**src/rtl/redir_regfile.sv**
```systemverilog
module redir_regfile #(
  parameter int ENTRIES = 24,
  parameter logic [7:0] VERSION = 8'h11
) (
  input  logic                  clk,
  input  logic                  rst_n,
  input  logic                  bus_valid,
  input  logic                  bus_write,
  input  logic [7:0]            bus_offset,
  input  logic [31:0]           bus_wdata,
  output logic [31:0]           bus_rdata,
  output logic [64*ENTRIES-1:0] table_flat,
  output logic                  table_updated
);
  localparam int EW = (ENTRIES > 1) ? $clog2(ENTRIES) : 1;
  localparam logic [63:0] ENTRY_RST = 64'h0000_0000_0001_0000;
  localparam logic [7:0] TOP_ENTRY = 8'(ENTRIES - 1);

  logic [7:0]  sel_q;
  logic [7:0]  id_q;
  logic [63:0] tbl [ENTRIES];

  logic [7:0]    rel;
  logic [6:0]    ent;
  logic [EW-1:0] ent_idx;
  logic          sel_ok;
  logic          sel_wr, win_wr, win_rd, ent_wr;

  assign rel     = sel_q - 8'h10;
  assign ent     = rel[7:1];
  assign ent_idx = ent[EW-1:0];
  assign sel_ok  = (sel_q >= 8'h10) && (int'(ent) < ENTRIES);

  assign sel_wr = bus_valid && bus_write && (bus_offset == 8'h00);
  assign win_wr = bus_valid && bus_write && (bus_offset == 8'h10);
  assign win_rd = bus_valid && !bus_write && (bus_offset == 8'h10);
  assign ent_wr = win_wr && sel_ok;

  always_ff @(posedge clk) begin
    if (!rst_n) begin
      sel_q         <= 8'h00;
      id_q          <= 8'h00;
      table_updated <= 1'b0;
      for (int i = 0; i < ENTRIES; i++) tbl[i] <= ENTRY_RST;
    end else begin
      table_updated <= ent_wr;
      if (sel_wr) sel_q <= bus_wdata[7:0];
      if (win_wr && sel_q == 8'h00) id_q <= bus_wdata[31:24];
      if (ent_wr) begin
        if (sel_q[0]) tbl[ent_idx][63:32] <= bus_wdata;
        else          tbl[ent_idx][31:0]  <= bus_wdata;
      end
    end
  end

  always_comb begin
    bus_rdata = 32'h0;
    if (bus_valid && !bus_write && bus_offset == 8'h00) begin
      bus_rdata = {24'h0, sel_q};
    end else if (win_rd) begin
      case (sel_q)
        8'h00:   bus_rdata = {id_q, 24'h0};
        8'h01:   bus_rdata = {8'h00, TOP_ENTRY, 8'h00, VERSION};
        8'h02:   bus_rdata = 32'h0;
        default: if (sel_ok) bus_rdata = sel_q[0] ? tbl[ent_idx][63:32] : tbl[ent_idx][31:0];
      endcase
    end
  end

  for (genvar g = 0; g < ENTRIES; g++) begin : g_flat
    assign table_flat[64*g +: 64] = tbl[g];
  end
endmodule

```
**config.mk**
```make
export PLATFORM = sky130hd
export DESIGN_NAME = redir_regfile
export DESIGN_NICKNAME = d
export VERILOG_FILES = /design/src/rtl/redir_regfile.sv
export SDC_FILE = /design/constraint.sdc
export NUM_CORES = 2
export LEC_CHECK = 0
export BUFFER_PORTS_ARGS = -buffer_cell sky130_fd_sc_hd__clkbuf_2
export CORE_AREA = 8 8 628 630
export CTS_CLUSTER_DIAMETER = 120
export CTS_CLUSTER_SIZE = 30
export DETAILED_ROUTE_END_ITERATION = 7
export DIE_AREA = 0 0 636 638
export PLACE_DENSITY_LB_ADDON = 0.3
export SYNTH_ARGS = -nofsm -noshare
export SYNTH_HDL_FRONTEND = slang
export SYNTH_SLANG_ARGS = --single-unit
```
**constraint.sdc**
```tcl
create_clock -name clk -period 11.8 [get_ports clk]
set_input_delay 1.18 -clock clk [delete_from_list [all_inputs] [get_ports clk]]
set_output_delay 1.18 -clock clk [all_outputs]
set_load 0.01 [all_outputs]
```
* Word-level counts from Yosys, hierarchy flattened *
Memory sizes are Yosys's and may differ from the RTL's.
Index checks and enable logic that the tools add are counted.

word-level totals
  flip-flop bits (word level) = 17
  latch bits = 0
  memory bits (writable) = 1536
  ROM bits = 0
  output and inout bits = 1569
  memories kept = 1

cells by class
  add/sub/neg operators = 1
  multipliers = 0
  div/mod/pow operators = 0
  magnitude comparators = 2
  equality and inequality tests = 3
  shifts and indexed selects = 0
  multiplexer cells = 17
  bitwise logic cells = 0
  reduce and logical (&&, ||, !) cells = 13

memory list
  name  depth  width  rd ports  clocked after Yosys merged registers in  write ports  RTL line  source
  tbl   24     64     25        0                                        24           21        logic [63:0] tbl [ENTRIES];

operators by type and width
  kind                 number
  $mux 32              4
  $pmux 32 s3          1
  $mux 64              1
  $reduce_or 64->1     1
  $logic_not 8->1      2
  $logic_and 1x1->1    9
  $mux 1               9
  $eq 8x1->1 const B   1
  $eq 8x2->1 const B   1
  $eq 8x5->1 const B   1
  $ge 8x5->1 const B   1
  $sub 8x5->8 const B  1
  $lt 7x5->1 const B   1
  $mux 5               1
  $mux 2               1
  $logic_not 1->1      1

* Logic depth before layout (Yosys ltp) *
  depth after elaboration = 9
  gate-level depth with buffers = 15
  gate-level depth less buffers = 8

* Least setup slack after synthesis *
Ideal clock, no wire load.

  path type = register -> register
  start = register sel_q[4]
  end = memory tbl[5][0], enable pin
  library setup time = 0.466 ns
  arrival = 5.262 ns
  required time = 11.334 ns
  path slack = 6.073 ns
  cell stages (with the launch flop) = 15
  period minus slack after synthesis = 5.727 ns
  cells stage by stage = dfxtp_1 buf_2 buf_2 inv_2 buf_2 buf_2 buf_2 ha_1 or2_1 o31ai_1 o2111a_1 nand3_1 buf_2 clkbuf_1 o21ai_0

RTL lines
  what                    RTL line  source
  start, declared         19        logic [7:0] sel_q;
  start signal, assigned  47        if (sel_wr) sel_q <= bus_wdata[7:0];
  end, declared           21

* Worst setup path in the final report *
  start = register sel_q[4]
  end = output bus_rdata[23]

on the way
  longest elaborated chain between the ends = 7
  elaborated cells on any way between the ends = 13

RTL lines
  what                                                 RTL line  source
  $sub 8x5->8                                          29        assign rel = sel_q - 8'h10;
  $mem_v2 24x64 / $lt 7x5->1 (equally long branches)   --
  $mux 32 / $logic_and 1x1->1 (equally long branches)  65, 32
  $mux 32                                              65        default: if (sel_ok) bus_rdata = sel_q[0] ? tbl[ent_idx][63:32] : tbl[ent_idx][31:0];
  $pmux 32 s3 (*)                                      61        case (sel_q)
  $mux 32 (*)                                          60        end else if (win_rd) begin
  $mux 32 (*)                                          58        if (bus_valid && !bus_write && bus_offset == 8'h00) begin
  end, declared                                        11        output logic [31:0] bus_rdata,

Every way passes the cells marked *; elsewhere a longest branch is shown, timed or not.

==> results.txt <==
Die area - 406000 µm²
Later-pin clock latency in the skew report - 0.93 ns
RSZ-0062 raised after global routing - no
Root Buffer - clkbuf_16
DRT Wirelength - 508000 µm
Hold Path Origin - id_q[6]$_SDFFE_PN0P_
Final Critical Period - 7.39 ns
Resize count post-CTS - 0
CTS tree - yes
CP required - 10.62 ns
Tightest Pin Transition - 1.46 ns
Hold Vio Cnt, Final - 0
Postcts setup bufs - 0
R2R setup slack - 6.63 ns
Synth Cell Area - 90700 µm²
Clk sinks - 2065
Fin Clk Skew - 0.0746 ns
Max-cap viol count - 0
Num ports - 1613
Num CTS Buffers - 98
Max VDD drop - 0.129 mV
Via/cell ratio - 4.82
Final net count - 7331
Layout area overhead - 22.0%
Fillers - 38700
Final setup TNS - 0 ns
Top_reg_cell synth - edfxtp_1
Min-Delay Path Class - flip-flop to flip-flop
Clock Path Buffers - 4
Endpoint type of the worst setup path - primary output
FMAX - 135 MHz
#FFs+latches synth - 2065
Area of placed instances - 107000 µm²
Min-Delay Endpoint - id_q[6]$_SDFFE_PN0P_
GRT Residual Overflow - 0
Failing checks - antenna rules
Power Dens Cells - 131 nW/µm²
Initial antenna violation count - 78
Crit-path max FO - 34
CP max stage delay - 0.91 ns
CTS Hold Bufs - 0
Post-synth EDFFs - 2048
DP HPWL - 373000 µm
Endpoints failing setup - 0
Row count - 228
Antenna Violating Nets Remaining - 1
WS Path Type - flip-flop to primary output
Distinct cells, synth - 65
Layout cell share with drive strength beyond 1 - 34.9%
First-pass GRT wire length - 646000 µm
WHS Path Cells - 2
Vias in the first global route - 58900
Synth Area per Inst - 16.8 µm²
All-layer global routing usage - 23.9%
Post-Syn Instances - 5392
Final Cycle Share - 62.6%
Clock transition at the registers of the reported paths - 0.11 ns
Slew Limit Fails - 0
Worst path arrival time - 6.21 ns
Most frequent CP cell - a211oi_1
DRT iter0 DRCs - 8686
Worst path slowest cell - a211oi_1
Leak Pwr - 39.8 nW
Chip Height - 638 µm
Slew headroom - 2.23%
DRC - 0
DR vias - 60100
FF-to-FF End - tbl[18][17]$_SDFFCE_PN0P_
Reg2reg path depth - 9
Die Wd - 636 µm
Final Cell Area - 111000 µm²
Post-synth ARST share - 0%
RD Place Congestion - 0.914
IO buf count - 1612
Worst Setup Start Kind - flip-flop
Status - finished with violations
Initial Utilization - 23.6%
Largest net degree at the start of global routing - 89
Core Box Area - 384000 µm²
CP Cell Sequence - inv_8 -> ha_1 -> inv_6 -> buf_4 -> mux4_2 -> nor2b_1 -> a211oi_1 -> a211oi_1 -> clkbuf_2
WL per Instance - 40.8 µm
H-tree depth - 3
Sequential element share of the synthesized area - 68.2%
Reg-to-Reg Start - sel_q[4]$_SDFFE_PN0P_
1st-pass router iterations - 6
Warnings from Yosys - 0
-- cell usage after synthesis, types with 3 or more instances --
cell type     n  area (µm²)
edfxtp_1   2048       61500
and2_1     1514        9470
mux4_2      491       11100
clkbuf_1    306        1150
mux2i_1     266        2660
buf_2       160         801
a22oi_1     108         811
nor2_1       65         244
o21ai_0      52         260
nand3_1      37         185
nor2b_1      35         219
a21oi_1      28         140
buf_4        28         210
nand2_1      28         105
a211oi_1     26         195
or3_1        26         163
inv_1        20        75.1
dfxtp_1      17         340
buf_1        16        60.1
o221ai_1     10        87.6
a221o_1       7        70.1
buf_6         7        78.8
nand2b_1      7        43.8
nand3b_1      6        45.0
nand4_1       6        37.5
a31oi_1       5        31.3
a32oi_1       5        43.8
ha_1          5        62.6
nor2_2        5        31.3
o2bb2ai_1     5        43.8
and3_1        4        25.0
mux2_2        4        45.0
buf_8         3        45.0
o2111ai_1     3        26.3
o31ai_1       3        22.5
-- cell families (layout without fill, tap and decap cells) --
family | Yosys count | in the layout | synth area share (%)
flops | 2065 | 2065 | 68.2
simple gates | 1752 | 1752 | 11.8
mux | 761 | 761 | 15.2
buf+inv | 543 | 1983 | 2.68
compound gates | 265 | 265 | 2.04
fa+ha+maj | 5 | 5 | 0.0690
other cells | 1 | 568 | 0.00414
-- layout make-up --
cell class,instances,area (µm²),area share [%]
clock buffer,114,2530,2.29
clock inverter,47,759,0.686
multi-input combinational,3295,29300,26.5
inverter,22,95.1,0.0860
timing repair buffer,1800,9610,8.69
sequential,2065,61900,55.9
antenna,56,140,0.127
tap,5060,6330,5.72
-- through the flow --
step	total power (W)	instances	hold WS (ns)	util (%)	worst slack (ns)
2_1_floorplan	0.00923	5903	0.482	-	6.07
3_3_place_gp	0.0102	12200	0.500	27.9	5.20
3_5_place_dp	0.0102	12200	0.508	27.9	5.13
4_1_cts	0.0146	12400	0.495	28.8	4.12
5_1_grt	0.0149	12400	0.534	28.8	4.14
6_report	0.0145	12500	0.535	28.8	4.41
-- worst max-delay path by stage --
| stage | from | depth (start not counted) | end |
|---|---|---|---|
| floorplan | sel_q[4]$_SDFFE_PN0P_ | 14 | tbl[5][0]$_SDFFCE_PN0P_ |
| detailed placement | sel_q[4]$_SDFFE_PN0P_ | 9 | bus_rdata[23] |
| global route | sel_q[4]$_SDFFE_PN0P_ | 9 | bus_rdata[23] |
| global placement | sel_q[4]$_SDFFE_PN0P_ | 9 | bus_rdata[23] |
| finish | sel_q[4]$_SDFFE_PN0P_ | 9 | bus_rdata[23] |
| CTS | sel_q[4]$_SDFFE_PN0P_ | 9 | bus_rdata[23] |
-- worst max-delay path: cells and delay by family (launching register included) --
kind | cells | cell delay [ns]
buf+inv | 4 | 1.71
compound gates | 2 | 1.14
flops | 1 | 0.76
fa+ha+maj | 1 | 0.75
mux | 1 | 0.64
simple gates | 1 | 0.19
-- report_power, final --
group          leakage (nW)  internal [W]  switching (W)  total, W
registers              20.0       0.00846       0.000312   0.00877
clock network          1.58       0.00176        0.00273   0.00449
logic                  18.2      0.000343       0.000912   0.00125
-- cells in the final DEF (no fill, tap or decap), types with 12 or more instances in the layout --
cell,synthesis,routed
nor2_4,1,51
nor2_1,65,18
mux4_2,491,491
clkbuf_2,1,1595
nor2b_1,35,32
a211oi_1,26,26
clkbuf_1,306,15
conb_1,1,512
diode_2,0,56
inv_1,20,20
clkbuf_16,0,99
buf_4,28,190
nand3_1,37,34
and2_1,1514,1513
mux2i_1,266,264
a21oi_1,28,28
or3_1,26,26
nand2_1,28,28
dfxtp_1,17,12
o21ai_4,0,48
a22oi_1,108,108
edfxtp_1,2048,2048
-- metal layers --
metal | share of wire (%) | vias to the layer above | track usage [%]
met1 | 38 | 32300 | 29.1
met3 | 8.1 | 555 | 5.10
met4 | 4.4 | 2 | 8.64
li1 | - | 23600 | -
met5 | 0.0026 | - | 0
met2 | 50 | 3676 | 41.8
-- flip-flops by register name (all words and copies together), names as in the netlist --
| signal | cells |
|---|---|
| tbl | 2048 |
| table_updated | 1 |
| sel_q | 8 |
| id_q | 8 |
Power figures use the tool's default switching activity.
